### src/rtl/sar_conv_pkg.sv
package sar_conv_pkg;

  localparam int unsigned SEL_W = 2;

  typedef enum logic [2:0] {
    PH_IDLE    = 3'd0,
    PH_INIT    = 3'd1,
    PH_XFER    = 3'd2,
    PH_FINAL   = 3'd3,
    PH_RESOLVE = 3'd4,
    PH_DONE    = 3'd5
  } phase_e;

  // Final sample length: 2 << sel (2, 4, 8, 16).
  function automatic int unsigned final_cycles(logic [SEL_W-1:0] sel);
    return 32'd2 << sel;
  endfunction

  function automatic int unsigned phase_cycles(phase_e ph, logic [SEL_W-1:0] sel,
                                               int unsigned init_len,
                                               int unsigned xfer_len,
                                               int unsigned res_len);
    case (ph)
      PH_INIT:    return init_len;
      PH_XFER:    return xfer_len;
      PH_FINAL:   return final_cycles(sel);
      PH_RESOLVE: return res_len;
      default:    return 32'd1;
    endcase
  endfunction

  function automatic phase_e phase_after(phase_e ph);
    case (ph)
      PH_INIT:    return PH_XFER;
      PH_XFER:    return PH_FINAL;
      PH_FINAL:   return PH_RESOLVE;
      PH_RESOLVE: return PH_DONE;
      default:    return PH_IDLE;
    endcase
  endfunction

endpackage

### src/rtl/sar_phase_ctrl.sv
module sar_phase_ctrl
  import sar_conv_pkg::*;
#(
  parameter int unsigned INIT_LEN = 2,
  parameter int unsigned XFER_LEN = 4,
  parameter int unsigned RES_LEN  = 10,
  parameter int unsigned CNT_W    = 5
) (
  input  logic             clk,
  input  logic             rst,
  input  logic             start_i,
  input  logic [SEL_W-1:0] tsel_i,
  output phase_e           phase_o,
  output logic [CNT_W-1:0] step_o,
  output logic             conv_start_o,
  output logic             phase_last_o,
  output logic [SEL_W-1:0] tsel_q_o
);

  phase_e           phase_q;
  logic [CNT_W-1:0] cnt_q;
  logic [SEL_W-1:0] tsel_q;
  logic             timed;
  int unsigned      cur_len;

  always_comb begin
    cur_len      = phase_cycles(phase_q, tsel_q, INIT_LEN, XFER_LEN, RES_LEN);
    timed        = (phase_q != PH_IDLE) && (phase_q != PH_DONE);
    phase_last_o = timed && (cnt_q == CNT_W'(cur_len - 1));
    conv_start_o = (phase_q == PH_IDLE) && start_i;
  end

  always_ff @(posedge clk) begin
    if (rst) begin
      phase_q <= PH_IDLE;
      cnt_q   <= '0;
      tsel_q  <= '0;
    end else if (conv_start_o) begin
      phase_q <= PH_INIT;
      cnt_q   <= '0;
      tsel_q  <= tsel_i;
    end else if (!timed) begin
      phase_q <= PH_IDLE;
      cnt_q   <= '0;
    end else if (phase_last_o) begin
      phase_q <= phase_after(phase_q);
      cnt_q   <= '0;
    end else begin
      cnt_q   <= cnt_q + 1'b1;
    end
  end

  assign phase_o  = phase_q;
  assign step_o   = cnt_q;
  assign tsel_q_o = tsel_q;

endmodule

### src/rtl/sar_bit_engine.sv
module sar_bit_engine #(
  parameter int unsigned RES_BITS = 10,
  parameter int unsigned CNT_W    = 5
) (
  input  logic                clk,
  input  logic                rst,
  input  logic                clear_i,
  input  logic                step_i,
  input  logic [CNT_W-1:0]    step_idx_i,
  input  logic                cmp_i,
  output logic [RES_BITS-1:0] trial_o,
  output logic [RES_BITS-1:0] code_o
);

  logic [RES_BITS-1:0] sar_q;
  logic [RES_BITS-1:0] trial;

  // One-hot mask for the bit under test: MSB at step 0.
  function automatic logic [RES_BITS-1:0] bit_mask(logic [CNT_W-1:0] idx);
    logic [RES_BITS-1:0] m;
    for (int i = 0; i < RES_BITS; i++)
      m[i] = (i == (RES_BITS - 1 - int'(idx)));
    return m;
  endfunction

  assign trial = sar_q | bit_mask(step_idx_i);

  always_ff @(posedge clk) begin
    if (rst || clear_i)
      sar_q <= '0;
    else if (step_i && cmp_i)
      sar_q <= trial;
  end

  assign trial_o = step_i ? trial : '0;
  assign code_o  = sar_q;

endmodule

### src/rtl/sar_conv_seq.sv
module sar_conv_seq
  import sar_conv_pkg::*;
#(
  parameter int unsigned RES_BITS = 10,
  parameter int unsigned INIT_LEN = 2,
  parameter int unsigned XFER_LEN = 4
) (
  input  logic                clk,
  input  logic                rst,
  input  logic                start_i,
  input  logic [1:0]          tsel_i,
  input  logic                cmp_i,
  output logic                samp_o,
  output logic                xfer_o,
  output logic                direct_o,
  output logic                resolve_o,
  output logic [RES_BITS-1:0] dac_code_o,
  output logic [RES_BITS-1:0] result_o,
  output logic                done_o
);

  localparam int unsigned MAX_FINAL = 2 << ((1 << SEL_W) - 1);
  localparam int unsigned MAX_A     = (MAX_FINAL > RES_BITS) ? MAX_FINAL : RES_BITS;
  localparam int unsigned MAX_B     = (INIT_LEN > XFER_LEN) ? INIT_LEN : XFER_LEN;
  localparam int unsigned MAX_LEN   = (MAX_A > MAX_B) ? MAX_A : MAX_B;
  localparam int unsigned CNT_W     = $clog2(MAX_LEN) + 1;

  phase_e           phase;
  logic [CNT_W-1:0] step;
  logic             conv_start;
  logic             phase_last;
  logic [SEL_W-1:0] tsel_q;

  sar_phase_ctrl #(
    .INIT_LEN (INIT_LEN),
    .XFER_LEN (XFER_LEN),
    .RES_LEN  (RES_BITS),
    .CNT_W    (CNT_W)
  ) ctrl_i (
    .clk          (clk),
    .rst          (rst),
    .start_i      (start_i),
    .tsel_i       (tsel_i),
    .phase_o      (phase),
    .step_o       (step),
    .conv_start_o (conv_start),
    .phase_last_o (phase_last),
    .tsel_q_o     (tsel_q)
  );

  sar_bit_engine #(
    .RES_BITS (RES_BITS),
    .CNT_W    (CNT_W)
  ) sar_i (
    .clk        (clk),
    .rst        (rst),
    .clear_i    (conv_start),
    .step_i     (resolve_o),
    .step_idx_i (step),
    .cmp_i      (cmp_i),
    .trial_o    (dac_code_o),
    .code_o     (result_o)
  );

  assign samp_o    = (phase == PH_INIT);
  assign xfer_o    = (phase == PH_XFER);
  assign direct_o  = (phase == PH_FINAL);
  assign resolve_o = (phase == PH_RESOLVE);
  assign done_o    = (phase == PH_DONE);

endmodule

### config.mk
export PLATFORM = sky130hd
export DESIGN_NAME = sar_conv_seq
export DESIGN_NICKNAME = d
export VERILOG_FILES = /design/src/rtl/sar_conv_pkg.sv /design/src/rtl/sar_phase_ctrl.sv /design/src/rtl/sar_bit_engine.sv /design/src/rtl/sar_conv_seq.sv
export SDC_FILE = /design/constraint.sdc
export NUM_CORES = 1
export LEC_CHECK = 0
export CORE_MARGIN = 2
export CORE_UTILIZATION = 47
export CTS_BUF_LIST = sky130_fd_sc_hd__clkbuf_2 sky130_fd_sc_hd__clkbuf_4 sky130_fd_sc_hd__clkbuf_8
export DETAILED_ROUTE_END_ITERATION = 12
export GPL_TIMING_DRIVEN = 0
export PLACE_DENSITY = 0.78
export SLEW_MARGIN = 0
export SYNTH_ARGS = -nofsm -noshare
export SYNTH_HDL_FRONTEND = slang
export SYNTH_SLANG_ARGS = --single-unit
### constraint.sdc
create_clock -name clk -period 2 [get_ports clk]
set_input_delay 0.2 -clock clk [delete_from_list [all_inputs] [get_ports clk]]
set_output_delay 0.2 -clock clk [all_outputs]
set_load 0.02 [all_outputs]
# Word-level counts from Yosys, hierarchy flattened
# Cells that the tools add are included.
# word_totals
regBits	20
input_bits	6
out_inout_bits	25
mem_count	0
rom_bits	0
latchBits	0
ramBits	0
# classes
bitwise	2
n_eq_ne	17
mux	6
mul	0
n_div	0
shift	1
addsub	3
order_cmp	0
n_reduce_logical	10
# ops
op	n
3-bit by 32-bit == test with 1-bit output, first input constant	4
2-bit by 32-bit == test with 1-bit output, first input constant	2
4-bit by 32-bit == test with 1-bit output, first input constant	2
1-bit by 32-bit == test with 1-bit output, first input constant	1
32-bit logical NOT	1
5-bit case mux with 4 select lines	1
3-bit case mux with 4 select lines	1
10-bit 2-to-1 mux	1
10-bit bitwise OR	1
3-bit by 2-bit == test with 1-bit output, second input constant	2
3-bit == test, second input constant	2
4-bit by 5-bit subtractor with 6-bit output, first input constant	1
5-bit by 1-bit adder with 5-bit output, second input constant	1
5-bit == test	1
2-bit by 2-bit << shifter with 5-bit output, first input constant	1
5-bit by 1-bit subtractor with 5-bit output, second input constant	1
1-bit logical AND	4
4-bit OR reduction	1
3-bit by 1-bit == test with 1-bit output, second input constant	1
3-bit logical NOT	1
1-bit 2-to-1 mux	3
3-bit by 1-bit != test with 1-bit output, second input constant	1
3-bit != test, second input constant	1
3-bit nonzero test	1
3 further kinds	3

# Logic depth before layout (Yosys ltp)
# depth
word_depth	8
ltp_mapped	7

# Cells and area by module
# From an unflattened synthesis, not the netlist that was laid out.
# unflattened
hier_cells	137
area_unflattened_um2	1277.5
# by_module_without_submodules
module	cells_each	n_inst	seq_area_each_um2	area_each_um2
sar_bit_engine	65	1	200.2	621.8
sar_phase_ctrl	67	1	200.2	613.1
sar_conv_seq	5	1	0.0	42.5

# Worst setup path after synthesis
# Ideal clock, no wire load.
# synth_timing
path_kind	reg-to-output
startpoint	register ctrl_i.cnt_q[1] (netlist: ctrl_i.step_o[1])
endpoint	output dac_code_o[2]
n_path_buf	0
stages_incl_launch_ff	8
t_arrival_ps	1870
path_slack_ps	-70
cell_sequence	dfxtp_1 inv_1 ha_1 or3b_1 a211oi_1 nor2b_1 a21oi_1 nor2_1
# synth_between
elab_chain_len	4
# synth_lines
item	line	rtl
start, declared	sar_phase_ctrl.sv:21	logic [CNT_W-1:0] cnt_q;
start signal, assigned	sar_phase_ctrl.sv:49	cnt_q <= cnt_q + 1'b1;
4-bit by 5-bit subtractor with 6-bit output	sar_bit_engine.sv:22	m[i] = (i == (RES_BITS - 1 - int'(idx)));
2-bit by 32-bit == test with 1-bit output	sar_bit_engine.sv:22	
10-bit bitwise OR	sar_bit_engine.sv:26	assign trial = sar_q | bit_mask(step_idx_i);
10-bit 2-to-1 mux	sar_bit_engine.sv:35	assign trial_o = step_i ? trial : '0;
end, declared	sar_conv_seq.sv:17	output logic [RES_BITS-1:0] dac_code_o,
# No other way between the ends.

# Worst setup path after layout
# layout_timing
startpoint	register ctrl_i.cnt_q[1] (netlist: ctrl_i.step_o[1])
endpoint	output dac_code_o[3]
# Same word-level chain as after synthesis.

==> results.cfg <==
[status]
outcome = finished, violations left
violations = setup timing

[logic_synthesis]
syn-mean-instance-area_um2 = 7.85
syn-cell-area_um2 = 1180
ys_seq_elements = 20
synthCells = 150
mappedNetlistNets = 162
synth_warnings = 0
ys_seq_area_share_pct = 34.0
synthDistinctLibCells = 36

[timing]
layout_worst_path_cycle_share_pct = 115
post-route-min-period_ns = 2.29
rsz0062_at_grt = true
fin_skew_ns = 0.00283
setup_violations = 10
layout_setup_ws_ns = -0.290
slew-limit-headroom_pct = 54.6
hold_viol = 0
max_freq_mhz = 437
worst_hold_slack_ns = 0.511
drv_slew = 0
worst_slew_pin_slew_ns = 0.671

[critical_path]
max_stage_delay_ns = 0.43
cp_data_arrival_time_ns = 2.09
critical-path-top-delay-family = simple AND/OR/NAND/NOR gates
required_ns = 1.80
path_max_fanout = 4
critical_path_class = reg2out
worstSetupPathDepth = 8
path_cells = inv_4 > ha_4 > or3b_4 > a211oi_4 > nor2b_4 > a21oi_1 > nor2_2 > buf_6
cp_num_buf_inv = 2
cpMaxStageDelayCell = or3b_4
reg2reg_depth = 10
cp-start-kind = flip-flop
end_kind = output port

[finish]
final_common_cell = nor2_1
layout-drive-gt1-share_pct = 29.9
final_util_pct = 71.8
nFillCells = 194
final_cell_mix = nor2_1 (28), clkdlybuf4s50_1 (19), buf_4 (16)
fin_area_um2 = 1750
multiInputGateArea_um2 = 820
area_growth_pct = 48.2
regArea_um2 = 412
layout.cells.non_filler = 224
diodes = 0
fin_nets = 207

[floorplanning]
ios = 31
die_w_um = 54.1
die_height_um = 54.1
dieArea_um2 = 2920
coreArea_um2 = 2430
start_util_pct = 48.4
fp-row-count = 18

[routing]
firstDrtPassIters = 5
drt-vias-per-instance = 5.48
route.detailed.drc = 0
routed_wl_mm = 3.20
num_vias = 1228
wl_per_cell_um = 14.3
ant_nets = 0
initialDrtViolationCount = 15

[cts]
tritoncts = yes
cts_sinks = 20
h-tree-depth = 1
insertion_delay_ns = 0.30
path_clk_slew_ns = 0.12
cts_buffers = 3
clockBufferDepth = 2
cts_root_buf = clkbuf_4

[hold_path]
worstHoldPathType = reg2reg
hold_depth = 2

[placement]
place_congestion = 0.866
io_buffers = 30
place_inst = 210
placed_area_um2 = 1530
dpl.hpwl_mm = 2.07

[global_route]
grt_pass1_vias = 1104
antenna_found_initial = 0
grt_max_degree = 12
grt_overflow_total = 0
grt_pass1_wl_mm = 4.80
grtUsageTotal_pct = 22.5

[power_and_ir_drop]
powerDensity_nw_per_um2 = 841
worst_ir_drop_vdd_mv = 0.882
cellLeakagePower_nw = 0.673

[run]
maxCapViolCount = 0
## metal layers
layer  track usage, %  wire length (um)
met1             24.0              1370
met2             44.9              1690
met3             1.67               107
met4             8.33                27
met5                0                 0
## metrics by stage
| stage | power, W | setup slack, ns | TNS, ns |
|---|---|---|---|
| floorplan | 0.000940 | 0.00585 | 0 |
| global placement | 0.00108 | -0.641 | -5.73 |
| detailed placement | 0.00110 | -0.699 | -6.64 |
| CTS | 0.00142 | -0.262 | -1.91 |
| global route | 0.00156 | -0.352 | -2.98 |
| finish | 0.00147 | -0.290 | -2.27 |
## flip-flops by register name, indices dropped and copies added, names as in the netlist
register and flops:
ctrl_i.phase_o 3, ctrl_i.step_o 5, ctrl_i.tsel_q_o 2, sar_i.code_o 10
## cell type report
class                   instances  share of cell area (%)
multi-input cells             115                    47.0
flip-flops and latches         20                    23.6
repair buffers                 41                    21.5
well taps                      30                    2.15
clock buffers                   4                    2.08
plain buffers                   6                    1.86
inverters                       8                    1.86
## logic make-up after synthesis
family / Yosys count / share of synthesized area, %
xor+xnor: 7 / 5.21
compound gates: 34 / 18.7
fa+ha+maj: 6 / 6.38
flops: 20 / 34.0
simple gates: 65 / 28.2
mux: 3 / 2.55
buf+inv: 15 / 4.99
## timing repair
item,in CTS,in global routing
resized for setup,81,11
setup buffers,6,5
hold buffers,0,0
endpoints found under the setup margin,18,13
pin swaps,9,4
## power breakdown
part	internal (W)	switching [W]	total (W)
Combinational	0.000330	0.000413	0.000744
Sequential	0.000436	0.0000471	0.000483
Clock	0.000111	0.000130	0.000241
Total	0.000878	0.000590	0.00147
## cell usage after synthesis
library cell  number  area [um2]
a2111oi_2          1        15.0
a211oi_1           3        22.5
a21oi_1           17        85.1
a31oi_1            5        31.3
and2_0             1        6.26
and2_1             4        25.0
and3_1             2        12.5
and3b_1            1        8.76
buf_2              2        10.0
clkbuf_1           5        18.8
dfxtp_1           20         400
ha_1               6        75.1
inv_1              8        30.0
mux2i_1            3        30.0
nand2_1            2        7.51
nand3_1            4        20.0
nor2_1            32         120
nor2b_1            4        25.0
nor3b_1            3        22.5
nor4_1             4        25.0
nor4b_1            2        17.5
o2111ai_1          1        8.76
o2111ai_2          1        15.0
o211ai_1           1        7.51
o21ai_0            1        5.00
o21ai_1            1        5.00
o21bai_1           1        7.51
o311ai_0           1        8.76
o31a_1             1        8.76
or2_1              1        6.26
or2_2              1        6.26
or2b_1             1        7.51
or3_1              2        12.5
or3b_1             1        8.76
xnor2_1            4        35.0
xor2_1             3        26.3
## worst min-delay path, stage by stage, from the launching register on
cell	delay (ns)
dfxtp_1	0.37
a31oi_1	0.05
nor2_1	0.07
## final timing paths
check                                                   from                            to  slack, ns
worst max register to register   ctrl_i.step_o[1]$_SDFF_PP0_  sar_i.code_o[5]$_SDFFE_PP0P_       0.06
worst max-delay path             ctrl_i.step_o[1]$_SDFF_PP0_                 dac_code_o[3]      -0.29
worst min register to register  sar_i.code_o[3]$_SDFFE_PP0P_  sar_i.code_o[3]$_SDFFE_PP0P_       0.51
worst min-delay path            sar_i.code_o[3]$_SDFFE_PP0P_  sar_i.code_o[3]$_SDFFE_PP0P_       0.51
No activity file was read; power rests on OpenSTA's default activity.
